==> config.mk <==
export PLATFORM = sky130hd
export DESIGN_NAME = gray_seq
export DESIGN_NICKNAME = d
export VERILOG_FILES = /design/src/rtl/gray_seq_pkg.sv /design/src/rtl/gray_seq_next.sv /design/src/rtl/gray_seq_decode.sv /design/src/rtl/gray_seq.sv
export SDC_FILE = /design/constraint.sdc
export NUM_CORES = 1
export LEC_CHECK = 0
export CORE_AREA = 3 3 40 42
export DETAILED_ROUTE_END_ITERATION = 12
export DIE_AREA = 0 0 43 45
export PLACE_DENSITY = 0.54
export REMOVE_ABC_BUFFERS = 1
export SYNTH_ARGS = -nofsm -noshare
export SYNTH_HDL_FRONTEND = slang
export SYNTH_SLANG_ARGS = --single-unit
==> constraint.sdc <==
create_clock -name clk -period 1.2 [get_ports clk]
set_input_delay 0.12 -clock clk [delete_from_list [all_inputs] [get_ports clk]]
set_output_delay 0.12 -clock clk [all_outputs]
set_load 0.1 [all_outputs]
==> src/rtl/gray_seq_pkg.sv <==
package gray_seq_pkg;
  localparam int unsigned SEQ_BITS  = 2;
  localparam int unsigned SEQ_LINES = 1 << SEQ_BITS;

  typedef enum logic [1:0] {
    CMD_IDLE  = 2'b00,
    CMD_RIGHT = 2'b01,
    CMD_LEFT  = 2'b10,
    CMD_BOTH  = 2'b11
  } seq_cmd_e;

  typedef struct packed {
    logic hi;
    logic lo;
  } seq_state_t;
endpackage

==> src/rtl/gray_seq_next.sv <==
module gray_seq_next
  import gray_seq_pkg::*;
(
  input  seq_state_t cur,
  input  logic       step_l,
  input  logic       step_r,
  output seq_state_t nxt,
  output logic       clash
);
  seq_cmd_e cmd;

  always_comb begin
    cmd   = seq_cmd_e'({step_l, step_r});
    nxt   = cur;
    clash = 1'b0;
    unique case (cmd)
      CMD_RIGHT: begin
        nxt.hi = cur.lo;
        nxt.lo = ~cur.hi;
      end
      CMD_LEFT: begin
        nxt.hi = ~cur.lo;
        nxt.lo = cur.hi;
      end
      CMD_BOTH:  clash = 1'b1;
      default:   nxt = cur;
    endcase
  end
endmodule

==> src/rtl/gray_seq_decode.sv <==
module gray_seq_decode #(
  parameter int unsigned LINES = 4,
  localparam int unsigned CODE_W = $clog2(LINES)
) (
  input  logic [CODE_W-1:0] code,
  output logic [LINES-1:0]  lines
);
  for (genvar i = 0; i < LINES; i++) begin : g_line
    assign lines[i] = (code == CODE_W'(i));
  end
endmodule

==> src/rtl/gray_seq.sv <==
module gray_seq
  import gray_seq_pkg::*;
(
  input  logic                 clk,
  input  logic                 rst,
  input  logic                 step_l,
  input  logic                 step_r,
  output logic                 st_hi,
  output logic                 st_lo,
  output logic [SEQ_LINES-1:0] state_line,
  output logic                 cmd_clash
);
  seq_state_t           cur_q, nxt;
  logic                 clash_d;
  logic [SEQ_LINES-1:0] line_d;

  gray_seq_next u_next (
    .cur    (cur_q),
    .step_l (step_l),
    .step_r (step_r),
    .nxt    (nxt),
    .clash  (clash_d)
  );

  gray_seq_decode #(.LINES(SEQ_LINES)) u_dec (
    .code  ({nxt.hi, nxt.lo}),
    .lines (line_d)
  );

  always_ff @(posedge clk) begin
    if (rst) begin
      cur_q      <= '0;
      state_line <= SEQ_LINES'(1);
      cmd_clash  <= 1'b0;
    end else begin
      cur_q      <= nxt;
      state_line <= line_d;
      cmd_clash  <= clash_d;
    end
  end

  assign st_hi = cur_q.hi;
  assign st_lo = cur_q.lo;

  a_r1_reset_state: assert property (@(posedge clk)
    rst |=> (!st_hi && !st_lo && state_line == SEQ_LINES'(1) && !cmd_clash));

  a_r2_line_onehot: assert property (@(posedge clk) disable iff (rst)
    $countones(state_line) == 1 && state_line[{st_hi, st_lo}]);

  a_r3_step_right: assert property (@(posedge clk) disable iff (rst)
    (step_r && !step_l) |=> (st_hi == $past(st_lo) && st_lo == !$past(st_hi)));

  a_r4_step_left: assert property (@(posedge clk) disable iff (rst)
    (step_l && !step_r) |=> (st_hi == !$past(st_lo) && st_lo == $past(st_hi)));

  a_r5_idle_hold: assert property (@(posedge clk) disable iff (rst)
    (!step_l && !step_r) |=> ($stable(st_hi) && $stable(st_lo) && $stable(state_line)));

  a_r6_clash_hold: assert property (@(posedge clk) disable iff (rst)
    (step_l && step_r) |=> (cmd_clash && $stable(st_hi) && $stable(st_lo)));

  a_r6_clash_only: assert property (@(posedge clk) disable iff (rst)
    !(step_l && step_r) |=> !cmd_clash);

  a_r7_one_bit_flip: assert property (@(posedge clk) disable iff (rst)
    (step_l ^ step_r) |=> $countones({st_hi, st_lo} ^ $past({st_hi, st_lo})) == 1);
endmodule

==> results.md <==
* Status: finished, final reports clean
* Worst relative slew slack at 0.8412
* Clk root buf: clkbuf_4
* CP startpoint kind: input pin
* Avg Cell Area, Syn at 10.24 um^2
* Minimum clock period at 1112 ps
* Wl on met1 at 428 um
* # clock sinks at 7
* DRC Markers at 0
* Starting density of the core at 0.3427
* Mapped Area at ~440 um^2
* Flop pwr share at 0.318
* Post-Syn Instances at 43
* Flops & latches, synth at 7
* First-pass GRT wire length at 1794 um
* Nets@finish at 74
* Clk network pwr share at 0.236
* N_diodes at 0
* Peak VDD IR at approximately 0.00043 V
* R2R Path Start: st_lo
* CTS Hold Bufs at 0
* Antenna viol nets, final at 0
* Core Rows at 13
* Logic pwr share at 0.446
* Met3 WL at 37 um
* Max Freq at 899.5 MHz
* 1st-pass router iterations at 3
* Clk slew on worst S/H paths at 50 ps
* Fin. Hold Viols at 0
* Required @ worst endpoint at 1380 ps
* TritonCTS clock tree: built
* Switching Fraction at 0.3762
* Hold Path Class: input pin to flop
* Arrival time worst endpoint at ~1300 ps
* Placeable Area at 0.001285 mm^2
* Largest net degree at the start of global routing at 11
* CP Class: input pin to flop
* Post-DP HPWL at 799.6 um
* Skew final at 2.832 ps
* PnR Total Power at 883.7 uW
* GP Congestion at about 0.84
* Footprint of the multi-input gates at ~310 um^2
* Cell variety after synth at 20
* Area grow syn2layout at 69.60%
* Vias per cell at 4.734
* Fill count at 111
* Drt wl/cell at 13.20 um
* Slew @ Worst Pin at about 240 ps
* Overflow after GRT at 0
* Die width at 43 um
* Pre-CTS WS at -511.7 ps
* Pins Over Slew Limit at 0
* Final Cell Area at approximately 750 um^2
* Initial DRC count at 1
* Worst skew pair latency at 250 ps
* P_sw at 332.5 uW
* Final wirelength at 1043 um
* Gr usage total at 0.1293
* Nature of the critical path endpoint: flop
* Met2 routed WL at 577 um
* Crit-path cells: dlygate4sd2_1 -> inv_1 -> ha_1 -> nor4bb_2 -> o21ai_1 -> a21oi_1
* Die area at 0.001935 mm^2
* # setup viols final at 0
* Die height at ~45 um
* Power per cell area at 1183 mW/mm^2
* Yosys warning count at 0
* Worst Slack Setup Final at 88.24 ps
* Via count at 374
* Slowest cell on the critical path: dlygate4sd2_1
* Pleak at 0.3058 nW
* Hold Crit Start: step_r
* IO Port Bufs at 10
* Seq/Total Area, Yosys at 0.3182
* Initial antenna violation count at 0
* Register area at 145.1 um^2
* Share of layout cells above drive strength 1 at 0.5469
* Clk buf depth at 2
* CP max FO at 4
* Vias in the first global route at between 400 and 500
* CTS Buf Count at 3
* Top Ports at 11
* P_int at 551.2 uW
* Post-Place Cells at 72
* Placed cell area at 655.6 um^2
* Max layer used: met3
* Max_cap viols at 0
* Setup TNS Final at 0 ps
* Post-Layout Cell Count at 79
* Slowest stage delay, CP at a little over 300 ps
* Fin crit share at 0.9265
* Critical Path Source: step_r
* H-tree Lvls at 1
## worst max-delay path, delay by kind of cell
| kind | cells | cell delay, ps |
|---|---|---|
| buf+inv | 2 | 410 |
| simple gates | 1 | 300 |
| fa+ha+maj | 1 | 240 |
| compound gates | 2 | 210 |
## cell usage after synthesis
cell type | number | area, um^2
ha_1 | 5 | 62.56
o31ai_2 | 2 | 25.02
buf_6 | 1 | 11.26
nor2_1 | 4 | 15.01
nor2b_1 | 4 | 25.02
nand3_1 | 1 | 5.000
o21ai_1 | 1 | 5.000
nor3_1 | 2 | 10.01
mux2_2 | 1 | 11.26
and2b_4 | 1 | 10.01
nand3b_1 | 1 | 7.510
mux2_4 | 1 | 15.01
nor4b_2 | 2 | 30.03
buf_4 | 1 | 7.510
nor4bb_1 | 1 | 10.01
dfxtp_1 | 7 | 140.1
inv_1 | 2 | 7.510
a21oi_1 | 3 | 15.01
and4bb_2 | 1 | 12.51
a211oi_1 | 2 | 15.01
## placed cells by master, fill, tap and decap left out, types with 2 or more instances in the layout
cell type / netlist / routed
buf_12: 0 / 7
buf_4: 1 / 9
o31ai_2: 2 / 2
nor2_1: 4 / 4
nor3_1: 2 / 2
dlygate4sd2_1: 0 / 2
dfxtp_1: 7 / 5
clkbuf_4: 0 / 3
nor2b_1: 4 / 4
a21oi_1: 3 / 3
ha_1: 5 / 3
a211oi_2: 0 / 2
## sequential cells by signal, summed over array words and instances, names as in the netlist
| name | cells |
|---|---|
| st_lo | 1 |
| st_hi | 1 |
| state_line | 4 |
| cmd_clash | 1 |
## metrics by stage
| step | util | hold WS (ps) |
|---|---|---|
| after global placement | 0.5102 | 579.8 |
| after floorplan | - | 189.1 |
| after CTS | 0.5735 | 513.9 |
| final | 0.5813 | 521.4 |
| after detailed placement | 0.5102 | 573.1 |
| after global routing | 0.5813 | 549.7 |
## power by group through the flow
stage / clock network (mW) / registers [mW] / logic (mW)
after floorplan: 0 / 0.405 / 0.0894
after global placement: 0 / 0.280 / 0.355
after detailed placement: 0 / 0.282 / 0.361
after CTS: 0.220 / 0.280 / 0.391
after global routing: 0.228 / 0.284 / 0.414
final: 0.208 / 0.281 / 0.394
## kinds of logic (layout without fill, tap and decap cells)
family / Yosys count / count (layout) / synth area share
buffers and inverters: 4 / 25 / 0.05967
AND/OR/NAND/NOR: 17 / 17 / 0.2841
adder cells (fa/ha/maj): 5 / 5 / 0.1420
AO/OA/AOI/OAI: 8 / 8 / 0.1363
multiplexers: 2 / 2 / 0.05965
flip-flops: 7 / 7 / 0.3182
## worst paths after layout
kind,cells past startpoint,slack (ps),endpoint
min,3,520,cmd_clash
max,6,90,state_line[2]
min reg2reg,2,550,state_line[2]
max reg2reg,2,160,state_line[0]
## area by class of cell
| class | instances | share of cell area |
|---|---|---|
| multi-input combinational | 32 | 0.4204 |
| timing repair buffer | 19 | 0.3149 |
| sequential | 7 | 0.1943 |
| clock buffer | 4 | 0.03518 |
| tap | 15 | 0.02513 |
| inverter | 2 | 0.01005 |
## what timing repair did
| item | CTS | global route |
|---|---|---|
| setup endpoints to repair | 7 | 3 |
| cloned | 0 | 0 |
| gates resized for setup | 10 | 3 |
| setup buffers | 3 | 0 |
| pin swaps | 3 | 0 |
## layer usage
layer / GRT usage / vias to the layer above
li1: - / 196
met1: 0.1404 / 171
met2: 0.2216 / 7
met3: 0.03187 / 0
met4: 0.09036 / 0
met5: 0 / -
No activity file was read; power rests on OpenSTA's default activity.
